**config.mk**
```make
export PLATFORM = sky130hd
export DESIGN_NAME = i2s_tdm_master
export DESIGN_NICKNAME = d
export VERILOG_FILES = /design/src/rtl/i2s_ser_pkg.sv /design/src/rtl/i2s_bclk_gen.sv /design/src/rtl/i2s_tx_lines.sv /design/src/rtl/i2s_rx_lines.sv /design/src/rtl/i2s_tdm_master.sv
export SDC_FILE = /design/constraint.sdc
export NUM_CORES = 2
export LEC_CHECK = 0
export ABC_AREA = 1
export BUFFER_PORTS_ARGS = -buffer_cell sky130_fd_sc_hd__buf_2
export CAP_MARGIN = 20
export CELL_PAD_IN_SITES_DETAIL_PLACEMENT = 0
export CELL_PAD_IN_SITES_GLOBAL_PLACEMENT = 1
export CORE_MARGIN = 3
export CORE_UTILIZATION = 36
export DETAILED_ROUTE_END_ITERATION = 10
export PLACE_DENSITY_LB_ADDON = 0.12
export SYNTH_ARGS = -nofsm -noshare
export SYNTH_HDL_FRONTEND = slang
export SYNTH_HIERARCHICAL = 1
export SYNTH_SLANG_ARGS = --single-unit
```
**constraint.sdc**
```tcl
create_clock -name clk -period 9.9 [get_ports clk]
set_input_delay 0.99 -clock clk [delete_from_list [all_inputs] [get_ports clk]]
set_output_delay 0.99 -clock clk [all_outputs]
set_load 0.03 [all_outputs]
```
**src/rtl/i2s_ser_pkg.sv**
```systemverilog
`timescale 1ns/1ps
package i2s_ser_pkg;
  localparam int SLOT_W = 32;
  localparam int TDM_SLOTS = 8;

  typedef enum logic [1:0] {
    SER_IDLE = 2'd0,
    SER_RUN  = 2'd1,
    SER_PARK = 2'd2
  } ser_state_e;

  // only powers of two up to 16 are supported
  function automatic logic ratio_ok(input logic [4:0] r);
    return (r == 5'd1) || (r == 5'd2) || (r == 5'd4) || (r == 5'd8) || (r == 5'd16);
  endfunction

  function automatic logic [7:0] last_pos(input logic tdm);
    return tdm ? 8'd255 : 8'd63;
  endfunction

  function automatic logic [2:0] last_slot(input logic tdm);
    return tdm ? 3'd7 : 3'd1;
  endfunction

  // word clock / frame sync level for a frame position
  function automatic logic ws_at(input logic [7:0] p, input logic tdm);
    return tdm ? (p == 8'd0) : p[5];
  endfunction

  // slot whose bit is on the wire at position p (one-bit late)
  function automatic logic [2:0] src_slot(input logic [7:0] p);
    logic [7:0] q;
    q = p - 8'd1;
    return q[7:5];
  endfunction

  function automatic logic [4:0] src_bit(input logic [7:0] p);
    logic [7:0] q;
    q = p - 8'd1;
    return ~q[4:0];
  endfunction
endpackage

```
**src/rtl/i2s_bclk_gen.sv**
```systemverilog
`timescale 1ns/1ps
module i2s_bclk_gen (
  input  logic       clk,
  input  logic       rst_n,
  input  logic       load,
  input  logic       run,
  input  logic       park_low,
  input  logic [4:0] ratio,
  output logic       bclk_q,
  output logic       bit_end
);
  logic [3:0] mc;
  logic [4:0] mc_inc;
  logic [4:0] half;

  assign half    = {1'b0, ratio[4:1]};
  assign mc_inc  = {1'b0, mc} + 5'd1;
  assign bit_end = run && (mc_inc == ratio);

  always_ff @(posedge clk) begin
    if (!rst_n) begin
      mc     <= '0;
      bclk_q <= 1'b1;
    end else if (load) begin
      mc     <= '0;
      bclk_q <= 1'b0;
    end else if (run) begin
      if (bit_end) begin
        mc     <= '0;
        bclk_q <= 1'b0;
      end else begin
        mc     <= mc_inc[3:0];
        bclk_q <= (mc_inc >= half);
      end
    end else begin
      mc     <= '0;
      bclk_q <= !park_low;
    end
  end

  // each bit ends in the high phase of the divided clock
  p_end_high_r2: assert property (@(posedge clk) disable iff (!rst_n)
    (bit_end && ratio != 5'd1) |-> bclk_q);

  // the next bit starts low
  p_start_low_r2: assert property (@(posedge clk) disable iff (!rst_n)
    (bit_end && ratio != 5'd1) |=> !bclk_q);
endmodule

```
**src/rtl/i2s_tx_lines.sv**
```systemverilog
`timescale 1ns/1ps
module i2s_tx_lines
  import i2s_ser_pkg::*;
#(
  parameter int LINES = 2
) (
  input  logic                          clk,
  input  logic                          rst_n,
  input  logic                          advance,
  input  logic                          first,
  input  logic                          park,
  input  logic                          tdm,
  input  logic [7:0]                    pos_cur,
  input  logic [7:0]                    pos_nxt,
  input  logic [LINES*TDM_SLOTS*SLOT_W-1:0] tx_frame,
  output logic [LINES-1:0]              dac,
  output logic                          ws,
  output logic                          take
);
  localparam int CHMAX = LINES * TDM_SLOTS;
  localparam int CW = (CHMAX > 1) ? $clog2(CHMAX) : 1;

  function automatic logic [CW-1:0] chan_idx(input int ln, input logic [2:0] s, input logic t);
    int c;
    c = ln * (t ? TDM_SLOTS : 2) + int'(s);
    return c[CW-1:0];
  endfunction

  logic [CHMAX-1:0][SLOT_W-1:0] frm;

  always_ff @(posedge clk) begin
    if (!rst_n) begin
      frm  <= '0;
      dac  <= '0;
      ws   <= 1'b0;
      take <= 1'b0;
    end else begin
      take <= 1'b0;
      if (park) begin
        dac <= '0;
        ws  <= 1'b0;
      end else if (advance) begin
        ws <= ws_at(pos_nxt, tdm);
        if (pos_nxt == 8'd0) begin
          frm  <= tx_frame;
          take <= 1'b1;
        end
        for (int l = 0; l < LINES; l++) begin
          if (pos_nxt == 8'd0)
            dac[l] <= first ? 1'b0 : frm[chan_idx(l, last_slot(tdm), tdm)][0];
          else
            dac[l] <= frm[chan_idx(l, src_slot(pos_nxt), tdm)][src_bit(pos_nxt)];
        end
      end
    end
  end

  // TDM sync rises only at frame position 0
  p_sync_at_zero_r6: assert property (@(posedge clk) disable iff (!rst_n)
    (tdm && $rose(ws)) |-> (pos_cur == 8'd0));

  // a frame is taken only at position 0
  p_take_at_zero_r8: assert property (@(posedge clk) disable iff (!rst_n)
    take |-> (pos_cur == 8'd0));
endmodule

```
**src/rtl/i2s_rx_lines.sv**
```systemverilog
`timescale 1ns/1ps
module i2s_rx_lines
  import i2s_ser_pkg::*;
#(
  parameter int LINES = 2
) (
  input  logic                          clk,
  input  logic                          rst_n,
  input  logic                          first,
  input  logic                          bit_end,
  input  logic                          tdm,
  input  logic [7:0]                    pos_cur,
  input  logic [LINES-1:0]              adc,
  output logic [LINES*TDM_SLOTS*SLOT_W-1:0] rx_frame,
  output logic                          rx_valid
);
  localparam int CHMAX = LINES * TDM_SLOTS;
  localparam int CW = (CHMAX > 1) ? $clog2(CHMAX) : 1;

  function automatic logic [CW-1:0] chan_idx(input int ln, input logic [2:0] s, input logic t);
    int c;
    c = ln * (t ? TDM_SLOTS : 2) + int'(s);
    return c[CW-1:0];
  endfunction

  logic [CHMAX-1:0][SLOT_W-1:0] acc;
  logic [CHMAX-1:0][SLOT_W-1:0] hold;
  logic                         primed;

  assign rx_frame = hold;

  always_ff @(posedge clk) begin
    if (!rst_n) begin
      acc      <= '0;
      hold     <= '0;
      primed   <= 1'b0;
      rx_valid <= 1'b0;
    end else begin
      rx_valid <= 1'b0;
      if (first) begin
        acc    <= '0;
        primed <= 1'b0;
      end else if (bit_end) begin
        if (pos_cur == 8'd0) begin
          if (primed) begin
            hold <= acc;
            for (int l = 0; l < LINES; l++)
              hold[chan_idx(l, last_slot(tdm), tdm)][0] <= adc[l];
            rx_valid <= 1'b1;
          end
        end else begin
          for (int l = 0; l < LINES; l++)
            acc[chan_idx(l, src_slot(pos_cur), tdm)][src_bit(pos_cur)] <= adc[l];
        end
        if (pos_cur == last_pos(tdm))
          primed <= 1'b1;
      end
    end
  end

  // the frame strobe lasts one cycle
  p_valid_pulse_r9: assert property (@(posedge clk) disable iff (!rst_n)
    rx_valid |=> !rx_valid);
endmodule

```
**src/rtl/i2s_tdm_master.sv**
```systemverilog
`timescale 1ns/1ps
module i2s_tdm_master
  import i2s_ser_pkg::*;
#(
  parameter int LINES = 2
) (
  input  logic                          clk,
  input  logic                          rst_n,
  input  logic                          start,
  input  logic                          stop,
  input  logic                          tdm_mode,
  input  logic [4:0]                    div_ratio,
  input  logic [LINES*TDM_SLOTS*SLOT_W-1:0] tx_frame,
  input  logic [LINES-1:0]              adc_sd,
  output logic                          bclk,
  output logic                          wclk,
  output logic [LINES-1:0]              dac_sd,
  output logic                          tx_take,
  output logic [LINES*TDM_SLOTS*SLOT_W-1:0] rx_frame,
  output logic                          rx_valid
);
  ser_state_e state;
  logic [4:0] ratio_q;
  logic       tdm_q;
  logic [7:0] pos;
  logic [7:0] pos_nxt;
  logic       start_ok;
  logic       running;
  logic       gen_run;
  logic       park_low;
  logic       bit_end;
  logic       advance;
  logic       tdm_eff;
  logic       bclk_q;

  assign running  = (state == SER_RUN);
  assign start_ok = start && !stop && !running && ratio_ok(div_ratio);
  assign gen_run  = running && !stop;
  assign park_low = stop || (state == SER_PARK);
  assign advance  = start_ok || bit_end;
  assign tdm_eff  = start_ok ? tdm_mode : tdm_q;
  assign pos_nxt  = (start_ok || pos == last_pos(tdm_q)) ? 8'd0 : pos + 8'd1;

  // ratio 1: the master clock itself, inverted so data moves on its falling phase
  assign bclk = (running && ratio_q == 5'd1) ? ~clk : bclk_q;

  always_ff @(posedge clk) begin
    if (!rst_n) begin
      state   <= SER_IDLE;
      ratio_q <= 5'd1;
      tdm_q   <= 1'b0;
      pos     <= '0;
    end else if (stop) begin
      state <= SER_PARK;
      pos   <= '0;
    end else if (start_ok) begin
      state   <= SER_RUN;
      ratio_q <= div_ratio;
      tdm_q   <= tdm_mode;
      pos     <= '0;
    end else if (bit_end) begin
      pos <= pos_nxt;
    end
  end

  i2s_bclk_gen u_gen (
    .clk      (clk),
    .rst_n    (rst_n),
    .load     (start_ok),
    .run      (gen_run),
    .park_low (park_low),
    .ratio    (ratio_q),
    .bclk_q   (bclk_q),
    .bit_end  (bit_end)
  );

  i2s_tx_lines #(.LINES(LINES)) u_tx (
    .clk      (clk),
    .rst_n    (rst_n),
    .advance  (advance),
    .first    (start_ok),
    .park     (stop),
    .tdm      (tdm_eff),
    .pos_cur  (pos),
    .pos_nxt  (pos_nxt),
    .tx_frame (tx_frame),
    .dac      (dac_sd),
    .ws       (wclk),
    .take     (tx_take)
  );

  i2s_rx_lines #(.LINES(LINES)) u_rx (
    .clk      (clk),
    .rst_n    (rst_n),
    .first    (start_ok),
    .bit_end  (bit_end),
    .tdm      (tdm_q),
    .pos_cur  (pos),
    .adc      (adc_sd),
    .rx_frame (rx_frame),
    .rx_valid (rx_valid)
  );

  // an unsupported ratio never starts the port
  p_reject_r1: assert property (@(posedge clk) disable iff (!rst_n)
    (start && !stop && !running && !ratio_ok(div_ratio)) |=> (state != SER_RUN));

  // configuration is frozen while running
  p_cfg_hold_r10: assert property (@(posedge clk) disable iff (!rst_n)
    (running && $past(running)) |-> ($stable(ratio_q) && $stable(tdm_q)));

  // stop parks every output low
  p_stop_low_r3: assert property (@(posedge clk) disable iff (!rst_n)
    stop |=> (!bclk_q && !wclk && dac_sd == '0));
endmodule

```
==> out/qor.yml <==
outcome:
  status: "completed"
pwr:
  clkPwrFrac_pct: 49.4
  p_leak_nw: 35.7
  p_seq_share_pct: 45.6
  power.internal_mw: 10.5
  power_switching_mw: 3.30
  p_comb_share_pct: 5.0
  p_total_mw: 13.8
  ir_worst_vdd_mv: 0.141
  switching_share_pct: 23.9
  power-per-cell-area_nw_per_um2: 176
detailed_routing:
  ant_nets: 0
  drt_iter0_drc: 6321
  first_pass_iters: 6
  vias_per_cell: 5.27
  vias: 66530
  wl_per_cell_microns: 25.7
  drc: 0
  totalWireLength_mm: 324
place:
  portBuffers: 1041
  post_dp_cell_area_sq_um: 72600
  dp_hpwl_mm: 227
  pre_cts_slack_ns: 2.99
  gp_congestion: 0.944
  dp_cells: 12302
sta:
  tns_ns: 0
  hold_viol: 0
  holdWs_ns: 0.274
  finalWorstSetupSlack_ns: 2.91
  max_slew_margin_pct: 13.6
  skew_ns: 0.0240
  drv_slew: 0
  rsz0062_at_grt: "false"
  worst_pin_slew_ns: 1.30
  setup_viol: 0
finish:
  syn_to_final_growth_pct: 18.8
  drive_gt1_share_pct: 15.2
  design_area_sq_um: 78700
  fin_util_pct: 43.3
  final_cells: 12636
  final_nets: 10574
  nFillCells: 19172
logic_synthesis:
  netlist_instances: 9428
  synth_seq_cells: 1563
  synth_edf_count: 0
  syn_area_sq_um: 66300
  synth_ff_type: "dfxtp_1"
  syn_area_per_cell_sq_um: 7.03
  seq_area_frac_synth_pct: 47.2
  synth_warnings: 6
  postSynth.asyncResetShare_pct: 0
  synth_cell_types: 48
  syn_nets: 9964
critical_path:
  cp_max_fo: 2
  worst-r2r-setup-slack_ns: 3.32
  cp.required_ns: 8.91
  start_kind: "clock port"
  crit_type: "clock port to output pin"
  cp_data_arrival_time_ns: 6.00
  end_kind: "output pin"
grt:
  grt.total_usage_pct: 32.7
  grt-ovfl-total: 0
  antenna_found_initial: 11
  grt_pass1_vias: 63326
  grt_max_degree: 229
  grt_pass1_wl_mm: 458
clock_tree:
  holdBufCountCts: 0
  cts_tree: "yes"
  clock_latency_ns: 0.95
  post_cts_resize_count: 0
  cts_setup_buffers: 0
  clk_pin_slew_ns: 0.06
floorplan:
  rows: 156
  core_area_sq_um: 182000
  die_h_microns: 435
  die_area_sq_um: 189000
  die_width_microns: 435
  start_util_pct: 36.4
  io_pins: 1042
job:
  maxCapViolCount: 0
worst_hold_path:
  min_path_type: "input port to flop"
worst max-delay path, stage by stage:
cell and delay [ns]:
clkbuf_16 0.12, clkbuf_16 0.13, a31oi_1 0.47, buf_2 0.32
per-layer routing:
layer | vias to the layer above | global-route usage [%] | share of wire [%]
met3 | 543 | 4.54 | 5.4
met1 | 31807 | 39.9 | 41
li1 | 31808 | - | -
met5 | - | 0 | 0
met2 | 2372 | 55.2 | 48
met4 | 0 | 18.5 | 6.3
cells by family (layout without fill, tap and decap cells):
kind of cell	Yosys count	count (layout)	share of synthesized area (%)
flip-flops	1563	1563	47.2
AND/OR/NAND/NOR	4509	4509	28.1
adder cells (fa/ha/maj)	12	12	0.226
XOR/XNOR	8	8	0.128
other	0	5	0
buffers and inverters	1429	2183	8.66
AO/OA/AOI/OAI	1907	1907	15.7
sequential cells by signal, indices dropped and copies added (netlist names):
register / count
ratio_q: 5
u_tx/take: 1
u_tx/dac: 2
u_rx/primed: 1
state: 2
u_gen/mc: 4
u_tx/frm: 512
u_rx/rx_valid: 1
u_rx/rx_frame: 512
u_gen/bclk_q: 1
u_rx/acc: 512
tdm_q: 1
pos: 8
u_tx/ws: 1
placed cells by master, fill, tap and decap left out, types with 11 or more instances in the layout:
master     netlist  layout
a21oi_1        513     513
o21ai_0       1029    1029
nor3_1         286     283
inv_1          695     691
nor2_2          19      20
bufinv_16        0      13
nand2_1       1479    1471
nand4_1         38      38
nand3_1        685     683
clkbuf_1       462      47
clkbuf_8         0      42
clkbuf_16        0     183
inv_2           28      25
buf_2          174    1039
or2_1           11      11
a211oi_1       292     292
dfxtp_1       1563    1563
nand2_2         20      26
o21ai_1         29      29
clkinv_2         0      27
buf_4           14      75
nor2_1        1932    1921
nor2_4          10      20
o211ai_1        15      15
Yosys cell counts, types with 12 or more instances:
master    instances  share of area (%)
a21oi_1         513                3.9
nand3_1         685                5.2
nor2_2           19               0.18
inv_1           695                3.9
buf_2           174                1.3
ha_1             12               0.23
dfxtp_1        1563                 47
nand2_1        1479                8.4
nand4_1          38               0.36
o211ai_1         15               0.17
buf_1            38               0.22
nor2_1         1932                 11
a211oi_1        292                3.3
buf_6            12               0.20
o21ai_0        1029                7.8
buf_4            14               0.16
nand2_2          20               0.19
inv_2            28               0.16
nor3_1          286                2.2
clkbuf_1        462                2.6
o21ai_1          29               0.22
path summary, 6_finish.rpt:
kind	from	endpoint	cells after the start
max	clk	bclk	4
min	tx_frame[84]	u_tx/frm[84]$_SDFFE_PN0P_	3
max reg2reg	tdm_q$_SDFFE_PN0N_	u_tx/dac[1]$_SDFFE_PP0P_	24
min reg2reg	u_rx/acc[380]$_SDFFE_PP0P_	u_rx/rx_frame[380]$_SDFFE_PN0P_	2
area by class of cell:
class	instances	area (sq um)	share of cell area, %
Clock buffer	272	5330	6.76
Sequential cell	1563	31300	39.7
Multi-Input combinational cell	6436	29500	37.4
Inverter	728	2770	3.51
Antenna cell	5	12.5	0.0159
Tap cell	2449	3060	3.89
Timing Repair Buffer	1130	6100	7.75
Clock inverter	53	706	0.896
power groups by stage:
stage                     logic [mW]  clock network, mW  registers [mW]
final                          0.695               6.83            6.30
after global routing           0.741               7.21            6.30
after CTS                      0.690               6.94            6.30
after detailed placement       0.688            0.00136            6.44
after global placement         0.688            0.00136            6.44
after floorplan                0.364            0.00107            6.44
No activity file was read; power rests on OpenSTA's default activity.
